==> config.mk <==
export PLATFORM = sky130hd
export DESIGN_NAME = adc_result_ctl
export DESIGN_NICKNAME = d
export VERILOG_FILES = /design/src/rtl/adcr_pkg.sv /design/src/rtl/adcr_cmp_unit.sv /design/src/rtl/adcr_interlock.sv /design/src/rtl/adcr_cmp_regs.sv /design/src/rtl/adc_result_ctl.sv
export SDC_FILE = /design/constraint.sdc
export NUM_CORES = 1
export LEC_CHECK = 0
export ABC_AREA = 1
export ABC_CLOCK_PERIOD_IN_PS = 2600
export BUFFER_PORTS_ARGS = -buffer_cell sky130_fd_sc_hd__buf_2
export CAP_MARGIN = 20
export CORE_MARGIN = 2
export CORE_UTILIZATION = 30
export CTS_CLUSTER_DIAMETER = 100
export DETAILED_ROUTE_END_ITERATION = 16
export GPL_TIMING_DRIVEN = 0
export PLACE_DENSITY = 0.59
export SLEW_MARGIN = 20
export SYNTH_ARGS = -nofsm -noshare
export SYNTH_HDL_FRONTEND = slang
export SYNTH_SLANG_ARGS = --single-unit
==> constraint.sdc <==
create_clock -name clk -period 2.6 [get_ports clk]
set_input_delay 0.39 -clock clk [delete_from_list [all_inputs] [get_ports clk]]
set_output_delay 0.39 -clock clk [all_outputs]
set_load 0.05 [all_outputs]
==> src/rtl/adcr_pkg.sv <==
package adcr_pkg;
    localparam int RES_W  = 12;
    localparam int BYTE_W = 8;
    localparam int ADDR_W = 2;
    localparam int HI_W   = RES_W - BYTE_W;

    typedef enum logic [1:0] {
        MODE_8   = 2'b00,
        MODE_10  = 2'b01,
        MODE_12  = 2'b10,
        MODE_12X = 2'b11
    } mode_e;

    typedef enum logic [ADDR_W-1:0] {
        A_RES_HI = 2'd0,
        A_RES_LO = 2'd1,
        A_CMP_HI = 2'd2,
        A_CMP_LO = 2'd3
    } addr_e;

    typedef struct packed {
        logic             store;
        logic [RES_W-1:0] value;
    } cap_t;

    function automatic logic [RES_W-1:0] width_mask(mode_e m);
        case (m)
            MODE_8:  return RES_W'(12'h0FF);
            MODE_10: return RES_W'(12'h3FF);
            default: return {RES_W{1'b1}};
        endcase
    endfunction

    function automatic logic is_wide(mode_e m);
        return m != MODE_8;
    endfunction
endpackage

==> src/rtl/adcr_cmp_unit.sv <==
module adcr_cmp_unit
    import adcr_pkg::*;
(
    input  mode_e            mode,
    input  logic [RES_W-1:0] raw,
    input  logic [RES_W-1:0] cmp_val,
    input  logic             cmp_en,
    input  logic             cmp_ge,
    output cap_t             cap
);
    logic [RES_W-1:0] msk, r_m, c_m, diff;
    logic             met;

    always_comb begin
        msk  = width_mask(mode);
        r_m  = raw & msk;
        c_m  = cmp_val & msk;
        met  = cmp_ge ? (r_m >= c_m) : (r_m < c_m);
        diff = (r_m + (~c_m + RES_W'(1))) & msk;
        cap.store = !cmp_en || met;
        cap.value = cmp_en ? diff : r_m;
    end
endmodule

==> src/rtl/adcr_interlock.sv <==
module adcr_interlock
    import adcr_pkg::*;
(
    input  logic clk,
    input  logic rst,
    input  logic mode_chg,
    input  logic wide,
    input  logic hi_rd,
    input  logic lo_rd,
    output logic locked,
    output logic block
);
    logic lock_q;

    always_ff @(posedge clk) begin
        if (rst || mode_chg)      lock_q <= 1'b0;
        else if (lo_rd)           lock_q <= 1'b0;
        else if (hi_rd && wide)   lock_q <= 1'b1;
    end

    assign locked = lock_q;
    assign block  = lock_q || (hi_rd && wide);

    AST_NARROW_NO_LOCK: assert property (@(posedge clk) disable iff (rst)
        (hi_rd && !wide && !lock_q) |=> !lock_q);
    AST_LO_READ_UNLOCKS: assert property (@(posedge clk) disable iff (rst)
        lo_rd |=> !lock_q);
endmodule

==> src/rtl/adcr_cmp_regs.sv <==
module adcr_cmp_regs
    import adcr_pkg::*;
(
    input  logic              clk,
    input  logic              rst,
    input  logic              wr_en,
    input  addr_e             addr,
    input  logic [BYTE_W-1:0] wdata,
    output logic [RES_W-1:0]  cmp_val
);
    logic [HI_W-1:0]   hi_q;
    logic [BYTE_W-1:0] lo_q;

    always_ff @(posedge clk) begin
        if (rst) begin
            hi_q <= '0;
            lo_q <= '0;
        end else if (wr_en) begin
            if (addr == A_CMP_HI) hi_q <= wdata[HI_W-1:0];
            if (addr == A_CMP_LO) lo_q <= wdata;
        end
    end

    assign cmp_val = {hi_q, lo_q};
endmodule

==> src/rtl/adc_result_ctl.sv <==
module adc_result_ctl
    import adcr_pkg::*;
(
    input  logic        clk,
    input  logic        rst,
    input  logic [1:0]  mode_sel,
    input  logic        cmp_en,
    input  logic        cmp_ge,
    input  logic        conv_valid,
    input  logic [11:0] conv_data,
    input  logic [1:0]  bus_addr,
    input  logic        bus_wr,
    input  logic [7:0]  bus_wdata,
    input  logic        bus_rd,
    output logic [7:0]  bus_rdata,
    output logic        conv_done
);
    mode_e            mode_in, mode_q;
    addr_e            addr;
    logic             mode_chg, hi_rd, lo_rd, block, locked, take;
    logic [RES_W-1:0] cmp_val, res_q;
    logic             flag_q;
    cap_t             cap;

    assign mode_in  = mode_e'(mode_sel);
    assign addr     = addr_e'(bus_addr);
    assign mode_chg = (mode_in != mode_q);
    assign hi_rd    = bus_rd && (addr == A_RES_HI);
    assign lo_rd    = bus_rd && (addr == A_RES_LO);

    adcr_cmp_regs u_cmp_regs (
        .clk(clk), .rst(rst), .wr_en(bus_wr), .addr(addr),
        .wdata(bus_wdata), .cmp_val(cmp_val)
    );

    adcr_cmp_unit u_cmp (
        .mode(mode_in), .raw(conv_data), .cmp_val(cmp_val),
        .cmp_en(cmp_en), .cmp_ge(cmp_ge), .cap(cap)
    );

    adcr_interlock u_lock (
        .clk(clk), .rst(rst), .mode_chg(mode_chg), .wide(is_wide(mode_in)),
        .hi_rd(hi_rd), .lo_rd(lo_rd), .locked(locked), .block(block)
    );

    assign take = conv_valid && cap.store && !block && !mode_chg;

    always_ff @(posedge clk) begin
        if (rst) begin
            mode_q <= MODE_8;
            res_q  <= '0;
            flag_q <= 1'b0;
        end else begin
            mode_q <= mode_in;
            if (mode_chg) begin
                res_q  <= '0;
                flag_q <= 1'b0;
            end else if (take) begin
                res_q  <= cap.value;
                flag_q <= 1'b1;
            end else if (lo_rd) begin
                flag_q <= 1'b0;
            end
        end
    end

    always_comb begin
        case (addr)
            A_RES_HI: bus_rdata = {{(BYTE_W-HI_W){1'b0}}, res_q[RES_W-1:BYTE_W]};
            A_RES_LO: bus_rdata = res_q[BYTE_W-1:0];
            A_CMP_HI: bus_rdata = {{(BYTE_W-HI_W){1'b0}}, cmp_val[RES_W-1:BYTE_W]};
            default:  bus_rdata = cmp_val[BYTE_W-1:0];
        endcase
    end

    assign conv_done = flag_q;

    AST_HI_UPPER_ZERO: assert property (@(posedge clk) disable iff (rst)
        (bus_rd && (hi_rd || addr == A_CMP_HI)) |-> (bus_rdata[7:4] == 4'h0));
    AST_WITHIN_WIDTH: assert property (@(posedge clk) disable iff (rst)
        (res_q & ~width_mask(mode_q)) == '0);
    AST_MISS_KEEPS: assert property (@(posedge clk) disable iff (rst)
        (cmp_en && conv_valid && !cap.store && !mode_chg) |=> $stable(res_q));
    AST_LOCKED_DISCARD: assert property (@(posedge clk) disable iff (rst)
        (locked && !mode_chg) |=> $stable(res_q));
    AST_MODE_CLEAR: assert property (@(posedge clk) disable iff (rst)
        mode_chg |=> (res_q == '0 && !conv_done));
    AST_FLAG_DROP: assert property (@(posedge clk) disable iff (rst)
        (lo_rd && !conv_valid) |=> !conv_done);
endmodule

# [Word level (Yosys, flattened, before mapping)]
# Cells that the tools add are included.
# W data, S select, Z words.
[word_totals] reg_bits=28 in_bits=31 elab_cells=45 out_inout_bits=9
[op_classes] reduce_logical=20 muxes=6 eq_ne=5 n_lt_le_gt_ge=2 addsub=2 n_bitwise=4
[op_table] cell="$and A12 B12 Y12" n=3
[op_table] cell="$pmux W12 S2" n=1
[op_table] cell="$pmux W8 S3" n=1
[op_table] cell="$add A12 B1 Y12 const B" n=1
[op_table] cell="$add A12 B12 Y12" n=1
[op_table] cell="$ge A12 B12 Y1" n=1
[op_table] cell="$lt A12 B12 Y1" n=1
[op_table] cell="$mux W12" n=1
[op_table] cell="$not A12 Y12" n=1
[op_table] cell="$logic_and A1 B1 Y1" n=6
[op_table] cell="$eq A2 B1 Y1 const B" n=2
[op_table] cell="$eq A2 B2 Y1 const B" n=2
[op_table] cell="$logic_not A2 Y1" n=2
[op_table] cell="$reduce_and A2 Y1" n=2
[op_table] cell="$reduce_bool A2 Y1" n=2
[op_table] cell="$reduce_or A2 Y1" n=2
[op_table] cell="$logic_not A1 Y1" n=3
[op_table] cell="$logic_or A1 B1 Y1" n=3
[op_table] cell="$mux W1" n=3
[op_table] cell="$ne A2 B2 Y1" n=1

# [Longest topological paths before layout]
# Gate-level depths: netlist of run 1.
[logic_depth] word_depth=10 ltp_mapped=17 depth_no_buf=16

# [Hierarchy]
# Synthesis of run 1 repeated with hierarchy kept, for this count alone.
[hier_totals] cells_unflattened=424 area_unflattened_um2=2383.5
[by_module_without_submodules] module="adcr_cmp_unit" n_inst=1 cells_each=199 area_each_um2=967.2
[by_module_without_submodules] module="adc_result_ctl" n_inst=1 cells_each=140 area_each_um2=858.3
[by_module_without_submodules] module="adcr_cmp_regs" n_inst=1 cells_each=78 area_each_um2=514.2
[by_module_without_submodules] module="adcr_interlock" n_inst=1 cells_each=7 area_each_um2=43.8

# [Worst setup path before layout of run 1]
# No wires, ideal clock.
[synth_path] path_kind="input to output" startpoint="input port bus_addr[0]" endpoint="output port bus_rdata[1]" path_slack_ps=274 t_arrival_ps=1936 n_path_buf=1 cell_stages=3 cell_sequence="buf_1 -> nand2_1 -> o21ai_0"
[synth_via] elab_chain_len=2 elab_cells_between_ends=4 cone_classes="2 x eq/ne; 1 x mux; 1 x reduce/logical"
[synth_lines] item="from (decl)" line_no="adc_result_ctl.sv:11" text="input logic [1:0] bus_addr,"
[synth_lines] item="$eq A2 B2 Y1 (tied with other cells)" line_no="adc_result_ctl.sv:68" text="case (addr)"
[synth_lines] item="$pmux W8 S3 (*)" line_no="adc_result_ctl.sv:68"
[synth_lines] item="to (decl)" line_no="adc_result_ctl.sv:15" text="output logic [7:0] bus_rdata,"
# Mark *: on every way between the ends. The rest lies on a longest branch, timed or not.

# [Final worst setup path of run 1]
[layout_path] startpoint="register u_cmp_regs.lo_q[0]" endpoint="register res_q[6]"
[layout_via] elab_chain_len=7 elab_cells_between_ends=13 cone_classes="2 x add/sub; 2 x order compare; 2 x mux; 3 x bitwise; 4 x reduce/logical"
[layout_lines] item="from (decl)" line_no="adcr_cmp_regs.sv:12" text="logic [BYTE_W-1:0] lo_q;"
[layout_lines] item="from (signal assigned)" line_no="adcr_cmp_regs.sv:20" text="if (addr == A_CMP_LO) lo_q <= wdata;"
[layout_lines] item="$and A12 B12 Y12 (*)" line_no="adcr_cmp_unit.sv:17" text="c_m = cmp_val & msk;"
[layout_lines] item="parallel branches: the longest is 6 deep, another holds $add A12 B1 Y12"
[layout_lines] item="to (signal assigned)" line_no="adc_result_ctl.sv:59" text="res_q <= cap.value;"
[layout_lines] item="to (decl)" line_no="adc_result_ctl.sv:21" text="logic [RES_W-1:0] cmp_val, res_q;"
# Mark *: on every way between the ends.
# A chain may end at the register's enable or synchronous reset.

==> results_dict.tcl, run 1 <==
set metrics [dict create \
    start_util 0.306 \
    htreeDepth 1 \
    synth-edff-count 0 \
    reg2reg_to "res_q[6]$_SDFFE_PP0P_" \
    tightest_slew_ns 0.502 \
    relSlewSlack 0.665 \
    synth_seq_area_share 0.256 \
    grtUsageMet2 0.254 \
    period_share 0.867 \
    gp_congestion 0.903 \
    postCtsSetupRepairBufs 0 \
    insertion_delay_ns 0.28 \
    slowest_stage "fa_1" \
    p_leak_uw 0.00125 \
    vias_per_cell 4.61 \
    drtAntennaViolNets 0 \
    rrSetupSlack_ns 0.35 \
    cts_hold_buf 0 \
    drc_errors 0 \
    setup_viol 0 \
    final_common_cell "nand2_1" \
    layout-drive-gt1-share 0.133 \
    peakVddDrop_mv 0.212 \
    cp_common_cell "nand2_1" \
    grt_pass1_wl_mm 9.94 \
    final_cell_mix "101 x nand2_1, 52 x inv_1, 40 x buf_2" \
    min_path_type "input pin to flop" \
    numPortBuffers 38 \
    cts_sinks 28 \
    crit_type "flop to flop" \
    ff2ff_path_depth 13 \
    ys_ff_latch 28 \
    tritoncts "done" \
    grt_pass1_vias 2099 \
    first_iter_violations 174 \
    path_buf_inv 2 \
    ioPinCount 40 \
    arrival_ns 2.44 \
    clock_skew_ns 0.00339 \
    dp.final_hpwl_mm 5.04 \
    syn_area_um2 2190 \
    rsz0062_at_grt "no" \
    root_buffer "clkbuf_8" \
    yosysUniqueCellTypes 31 \
    core_um2 7140 \
    synthArstFlopShare 0 \
    dieArea_um2 7990 \
    vias 2294 \
    crit_family "simple AND/OR/NAND/NOR gates" \
    numCtsBuffers 3 \
    critPathLaunch "u_cmp_regs.lo_q[0]$_SDFFE_PP0P_" \
    max_freq_mhz 444 \
    final_nets 444 \
    syn-num-nets 401 \
    synth.avg_cell_area_um2 6.12 \
    die_w_um 89.4 \
    grt_max_degree 16 \
    crit_end "res_q[6]$_SDFFE_PP0P_" \
    drt-pass1-iter-count 4 \
    routed_wl_mm 6.00 \
    status "finished clean" \
    grt_use_total 0.161 \
    slowest_delay_ns 0.41 \
    required_ns 2.79 \
    grt_use_met1 0.231 \
    grt_overflow 0 \
    syn_to_final_growth_pct 16.9 \
    maxCapViolCount 0 \
    rows 31 \
    start_kind "flop" \
    yosys_warnings 0 \
    fin_setup_tns_ns 0 \
    postLayoutCoreUtil 0.358 \
    crit_path_end_kind "flop" \
    die_y_um 89.4 \
    finalHoldViolCount 0 \
    path_clk_slew_ns 0.10 \
    groute.layer.met3.usage 0.0342 \
    slew_viol_final 0 \
    wl_per_cell_um 12.0 \
    cp.depth 13 \
    synthCells 357 \
    power_density_nw_per_um2 427 \
    diodes 0 \
    fin_crit_ns 2.25 \
    crit_fanout 10 \
    ys.flop_type "dfxtp_1" \
    grt_busiest_layer "met2" \
    cts_max_path_buffers 2 \
    path_cells "ha_1 -> fa_1 -> inv_1 -> nand3_1 -> nand2_1 -> nand2_1 -> nand3_1 -> nand2_1 -> nand3_4 -> buf_2 -> nand3_1 -> nand2_1 -> nor2_1" \
    ctsResizeCount 0 \
    r2r_start "u_cmp_regs.lo_q[0]$_SDFFE_PP0P_" \
    antenna_found_initial 0 \
]
==> cells in the mapped netlist (2+ instances only) <==
library cell,count,area share
nand2_1,101,0.17
inv_1,52,0.089
nand3_1,35,0.080
nor2_1,33,0.057
a21oi_1,31,0.071
dfxtp_1,28,0.26
o21ai_0,26,0.060
ha_1,12,0.069
nand3b_1,5,0.017
nand4_1,4,0.011
xnor2_1,4,0.016
clkbuf_1,3,0.0052
buf_2,2,0.0046
buf_6,2,0.010
inv_2,2,0.0034
mux2i_1,2,0.0092
==> worst min-delay path by stage <==
| stage | start | endpoint | slack, ns | cells after the start |
|---|---|---|---|---|
| detailed placement | res_q[4]$_SDFFE_PP0P_ | res_q[4]$_SDFFE_PP0P_ | 0.47 | 2 |
| global placement | res_q[1]$_SDFFE_PP0P_ | res_q[1]$_SDFFE_PP0P_ | 0.47 | 2 |
| global route | rst | u_cmp_regs.hi_q[0]$_SDFFE_PP0P_ | 0.34 | 2 |
| finish | rst | mode_q[1]$_SDFF_PP0_ | 0.32 | 2 |
| floorplan | u_cmp_regs.hi_q[1]$_SDFFE_PP0P_ | u_cmp_regs.hi_q[1]$_SDFFE_PP0P_ | 0.44 | 2 |
| CTS | rst | mode_q[1]$_SDFF_PP0_ | 0.32 | 2 |
==> power breakdown <==
| group | leakage, uW | switching, uW | total (uW) | internal, uW |
|---|---|---|---|---|
| Combinational | 0.000989 | 235 | 365 | 130 |
| Sequential | 0.000228 | 5.83 | 449 | 443 |
| Clock | 0.0000288 | 141 | 277 | 136 |
| Total | 0.00125 | 382 | 1090 | 709 |
==> worst register-to-register path: cells and delay by family (launching register included) <==
kind,cells,cell delay (ns)
AND/OR/NAND/NOR,9,0.86
adder cells (fa/ha/maj),2,0.62
buffers and inverters,2,0.36
flip-flops,1,0.32
==> stage by stage <==
stage / power [uW] / instances / worst slack [ns] / hold slack (ns) / area, um^2
floorplan: 722 / 357 / 0.274 / 0.438 / 2190
global placement: 822 / 494 / 0.126 / 0.467 / 2500
detailed placement: 823 / 494 / 0.101 / 0.473 / 2500
CTS: 1100 / 498 / 0.340 / 0.319 / 2550
global route: 1170 / 498 / 0.144 / 0.335 / 2550
finish: 1090 / 498 / 0.347 / 0.323 / 2550
==> area by class of cell <==
class                      instances  area [um^2]
clock buffer                       4         55.1
sequential                        28          561
timing repair buffer              38          190
buffer                             8         47.5
inverter                          55          206
tap                               99          124
multi-input combinational        266         1370
fill                             827         4580
==> layer usage <==
layer  routed length, um  part of all wire  up-vias
met5                   0                 0        -
met4                  17            0.0028        0
met3                 332             0.055        2
met2                2650              0.44       66
met1                3000              0.50      993
li1                    -                 -     1233
==> cell families after synthesis <==
| kind of cell | after synthesis | synth area share |
|---|---|---|
| and+or+nand+nor | 185 | 0.376 |
| AOI/OAI and AO/OA | 61 | 0.144 |
| DFF | 28 | 0.256 |
| muxes | 2 | 0.00916 |
| buffers and inverters | 63 | 0.116 |
| adders and majority gates | 13 | 0.0778 |
| xor gates and xnor gates | 5 | 0.0200 |
==> state kept, by name (all words and copies together) (netlist names) <==
name             flops
res_q               12
u_cmp_regs.lo_q      8
u_cmp_regs.hi_q      4
mode_q               2
conv_done            1
u_lock.locked        1
Note: power is estimated with default switching activity, not from simulation.
==> run 2, diff against run 1 <==
--- a/config.mk
+++ b/config.mk
@@ -15,6 +15,7 @@
 export DETAILED_ROUTE_END_ITERATION = 16
 export GPL_TIMING_DRIVEN = 0
 export PLACE_DENSITY = 0.59
+export REMOVE_ABC_BUFFERS = 1
 export SLEW_MARGIN = 20
 export SYNTH_ARGS = -nofsm -noshare
 export SYNTH_HDL_FRONTEND = slang
==> results_dict.tcl, run 2 (synthesis results as in run 1) <==
set metrics [dict create \
    status "finished clean" \
    cts_hold_buf 0 \
    period_share 0.884 \
    crit_path_end_kind "flop" \
    numCtsBuffers 3 \
    drtAntennaViolNets 0 \
    relSlewSlack 0.345 \
    max_freq_mhz 435 \
    cts_sinks 28 \
    p_switching_uw 382 \
    fin_setup_tns_ns 0 \
    htreeDepth 1 \
    die_w_um 89.4 \
    numPortBuffers 39 \
    ctsResizeCount 0 \
    diodes 0 \
    fillers 809 \
    peakVddDrop_mv 0.284 \
    arrival_ns 2.52 \
    path_clk_slew_ns 0.10 \
    clock_skew_ns 0.00792 \
    slew_viol_final 0 \
    die_y_um 89.4 \
    insertion_delay_ns 0.28 \
    dp_slack_ns 0.0962 \
    reg_top3 "res_q x12, u_cmp_regs.lo_q x8, u_cmp_regs.hi_q x4" \
    rsz0062_at_grt "no" \
    p_sw_frac 0.331 \
    start_kind "flop" \
    fin_crit_ns 2.30 \
    drc_errors 0 \
    first_iter_violations 81 \
    crit_type "flop to flop" \
    cts_max_path_buffers 2 \
    setup_viol 0 \
    grt_pass1_vias 2082 \
    gp_congestion 0.829 \
    ioPinCount 40 \
    top_register "res_q" \
    rows 31 \
    routed_wl_mm 5.95 \
    antenna_found_initial 0 \
    dieArea_um2 7990 \
    tightest_slew_ns 0.978 \
    maxCapViolCount 0 \
    vias 2256 \
    wl_per_cell_um 12.1 \
    grt_pass1_wl_mm 9.59 \
    final_cell_mix "101 x nand2_1, 52 x inv_1, 39 x buf_2" \
    vias_per_cell 4.59 \
    largest_register_ffs 12 \
    p_leak_uw 0.00123 \
    start_util 0.306 \
    power_density_nw_per_um2 457 \
    tritoncts "done" \
    core_um2 7140 \
    combPwrFrac 0.307 \
    drt-pass1-iter-count 4 \
    grt_max_degree 20 \
    final_nets 437 \
    grt_use_total 0.155 \
    root_buffer "clkbuf_8" \
    syn_to_final_growth_pct 15.7 \
    setup_ws_ns 0.302 \
    clockPowerShare 0.304 \
    min_path_type "input pin to flop" \
    required_ns 2.82 \
    postCtsSetupRepairBufs 0 \
    seqPwrFrac 0.389 \
    power.internal_uw 774 \
    grt_overflow 0 \
    final_common_cell "nand2_1" \
    postLayoutCoreUtil 0.354 \
    finalHoldViolCount 0 \
    dp.final_hpwl_mm 4.77 \
    layout-drive-gt1-share 0.128 \
    crit_fanout 19 \
]
==> run 2: cell types whose count changed in the layout (fill, tap and decap cells not counted), sizes merged <==
cell	previous run	this run
buf	43	39
clkbuf	7	3
bufinv	0	1
==> run 2: per-layer routing <==
metal | GRT usage | up-vias | part of all wire
met2 | 0.272 | 39 | 0.47
li1 | - | 1222 | -
met1 | 0.205 | 993 | 0.49
met3 | 0.0259 | 2 | 0.036
met4 | 0.0163 | 0 | 0.0060
met5 | 0 | - | 0
==> run 2: metrics by stage <==
stage / total power, uW / std cells / instance area, um^2 / hold WS [ns]
2_1_floorplan: 709 / 349 / 2140 / 0.439
3_3_place_gp: 811 / 487 / 2460 / 0.464
3_5_place_dp: 814 / 487 / 2460 / 0.469
4_1_cts: 1170 / 491 / 2530 / 0.333
5_1_grt: 1230 / 491 / 2530 / 0.340
6_report: 1160 / 491 / 2530 / 0.329
==> run 2: final timing paths <==
check,from,endpoint,slack (ns),cells after the start
max reg2reg,u_cmp_regs.lo_q[0]$_SDFFE_PP0P_,res_q[9]$_SDFFE_PP0P_,0.30,13
min reg2reg,conv_done$_SDFFE_PP0P_,conv_done$_SDFFE_PP0P_,0.48,2
min,rst,mode_q[0]$_SDFF_PP0_,0.33,2
max,u_cmp_regs.lo_q[0]$_SDFFE_PP0P_,res_q[9]$_SDFFE_PP0P_,0.30,13
==> run 2: worst max-delay path: stages, from the launching register on <==
cell and delay (ns):
dfxtp_1 0.35, ha_1 0.21, fa_1 0.41, inv_1 0.11, nand3_1 0.07, nand2_1 0.17
nand2_1 0.10, nand3_1 0.07, nand2_1 0.08, nand3_4 0.22, nand2_2 0.16, nand2_1 0.10
nand2_1 0.05, nor2_1 0.11
==> run 2: power by group through the flow <==
stage,Clock (uW),Sequential [uW],Combinational [uW]
after global placement,0,460,351
final,351,450,355
after detailed placement,0,460,354
after floorplan,0,458,251
after CTS,359,450,356
after global routing,377,452,405
==> run 2: layout make-up <==
type                       count  area (um^2)  share of cell area
multi-input combinational    266         1370               0.542
sequential                    28          561               0.222
inverter                      55          206              0.0816
timing repair buffer          39          195              0.0772
tap                           99          124              0.0490
clock buffer                   3         41.3              0.0163
clock inverter                 1         30.0              0.0119
==> run 3, diff against run 2 <==
--- a/config.mk
+++ b/config.mk
@@ -10,11 +10,11 @@
 export BUFFER_PORTS_ARGS = -buffer_cell sky130_fd_sc_hd__buf_2
 export CAP_MARGIN = 20
 export CORE_MARGIN = 2
-export CORE_UTILIZATION = 30
+export CORE_UTILIZATION = 56
 export CTS_CLUSTER_DIAMETER = 100
 export DETAILED_ROUTE_END_ITERATION = 16
 export GPL_TIMING_DRIVEN = 0
-export PLACE_DENSITY = 0.59
+export PLACE_DENSITY = 0.91
 export REMOVE_ABC_BUFFERS = 1
 export SLEW_MARGIN = 20
 export SYNTH_ARGS = -nofsm -noshare
==> results_dict.tcl, run 3 (synthesis results as in run 1) <==
set metrics [dict create \
    fin_setup_tns_ns 0 \
    dieArea_um2 4420 \
    reg_top3 "res_q x12, u_cmp_regs.lo_q x8, u_cmp_regs.hi_q x4" \
    ioPinCount 40 \
    finalHoldViolCount 0 \
    cts_sinks 28 \
    grt_overflow 0 \
    vias_per_cell 5.36 \
    gp_congestion 0.892 \
    postCtsSetupRepairBufs 0 \
    core_um2 3720 \
    top_register "res_q" \
    insertion_delay_ns 0.28 \
    rsz0062_at_grt "no" \
    drt-pass1-iter-count 4 \
    final_cell_mix "101 x nand2_1, 52 x inv_1, 39 x buf_2" \
    slowest_stage "fa_1" \
    fin_crit_ns 2.28 \
    slowest_delay_ns 0.41 \
    required_ns 2.82 \
    largest_register_ffs 12 \
    final_nets 437 \
    path_buf_inv 1 \
    syn_to_final_growth_pct 12.0 \
    max_freq_mhz 438 \
    diodes 0 \
    period_share 0.877 \
    tightest_slew_ns 0.912 \
    setup_viol 0 \
    cts_hold_buf 0 \
    tritoncts "done" \
    dp.final_hpwl_mm 4.46 \
    start_util 0.588 \
    grt_max_degree 20 \
    drc_errors 0 \
    drtAntennaViolNets 0 \
    wl_per_cell_um 13.0 \
    vias 2357 \
    numCtsBuffers 3 \
    path_cells "ha_1 -> fa_1 -> inv_1 -> nand3_1 -> nand2_1 -> nand2_1 -> nand3_1 -> nand2_1 -> nand3_4 -> nand2_2 -> nand2_1 -> nand2_1 -> nor2_1" \
    status "finished clean" \
    arrival_ns 2.50 \
    grt_pass1_wl_mm 9.26 \
    layout-drive-gt1-share 0.128 \
    crit_fanout 19 \
    htreeDepth 1 \
    p_leak_uw 0.00122 \
    relSlewSlack 0.390 \
    maxCapViolCount 0 \
    grt_use_total 0.272 \
    clock_skew_ns 0.00338 \
    root_buffer "clkbuf_8" \
    start_kind "flop" \
    numPortBuffers 39 \
    ctsResizeCount 0 \
    cp_common_cell "nand2_1" \
    die_y_um 66.5 \
    slew_viol_final 0 \
    cts_max_path_buffers 2 \
    routed_wl_mm 5.72 \
    power_density_nw_per_um2 441 \
    crit_path_end_kind "flop" \
    die_w_um 66.5 \
    totalPowerFinal_uw 1080 \
    crit_family "simple AND/OR/NAND/NOR gates" \
    grt_pass1_vias 2136 \
    peakVddDrop_mv 0.358 \
    rows 22 \
    antenna_found_initial 0 \
    final_common_cell "nand2_1" \
    crit_type "flop to flop" \
    first_iter_violations 157 \
    path_clk_slew_ns 0.09 \
    min_path_type "input pin to flop" \
]
[run 3: report_power, final]
part	switching, uW	internal, uW	total (uW)
Sequential	6.28	443	449
Clock	136	136	271
Combinational	235	125	359
Total	377	703	1080
[run 3: per-stage QoR]
stage	hold slack (ns)	std cells	util	area [um^2]	setup slack, ns
6_report	0.344	440	0.659	2450	0.319
2_1_floorplan	0.439	349	-	2140	0.563
5_1_grt	0.328	440	0.659	2450	0.0998
3_5_place_dp	0.471	436	0.644	2390	0.140
4_1_cts	0.325	440	0.659	2450	0.357
3_3_place_gp	0.454	436	0.644	2390	0.201
[run 3: metal layers]
layer | vias to the layer above | part of all wire | GRT usage
met5 | - | 0 | 0
met4 | 0 | 0.020 | 0.0714
met3 | 11 | 0.071 | 0.0422
met2 | 86 | 0.47 | 0.470
met1 | 1043 | 0.43 | 0.350
li1 | 1217 | - | -
[run 3: path summary, 6_finish.rpt]
path / start / cells after the start / slack (ns) / end
worst min-delay path: rst / 2 / 0.34 / mode_q[0]$_SDFF_PP0_
worst max register to register: u_cmp_regs.lo_q[0]$_SDFFE_PP0P_ / 13 / 0.32 / res_q[11]$_SDFFE_PP0P_
worst max-delay path: u_cmp_regs.lo_q[0]$_SDFFE_PP0P_ / 13 / 0.32 / res_q[11]$_SDFFE_PP0P_
worst min register to register: u_cmp_regs.lo_q[5]$_SDFFE_PP0P_ / 2 / 0.49 / u_cmp_regs.lo_q[5]$_SDFFE_PP0P_
[run 3: layout make-up]
| cell class | count | area [um^2] |
|---|---|---|
| multi-input combinational | 266 | 1370 |
| fill | 368 | 1270 |
| sequential | 28 | 561 |
| inverter | 55 | 206 |
| timing repair buffer | 39 | 195 |
| tap | 48 | 60.1 |
| clock buffer | 4 | 55.1 |
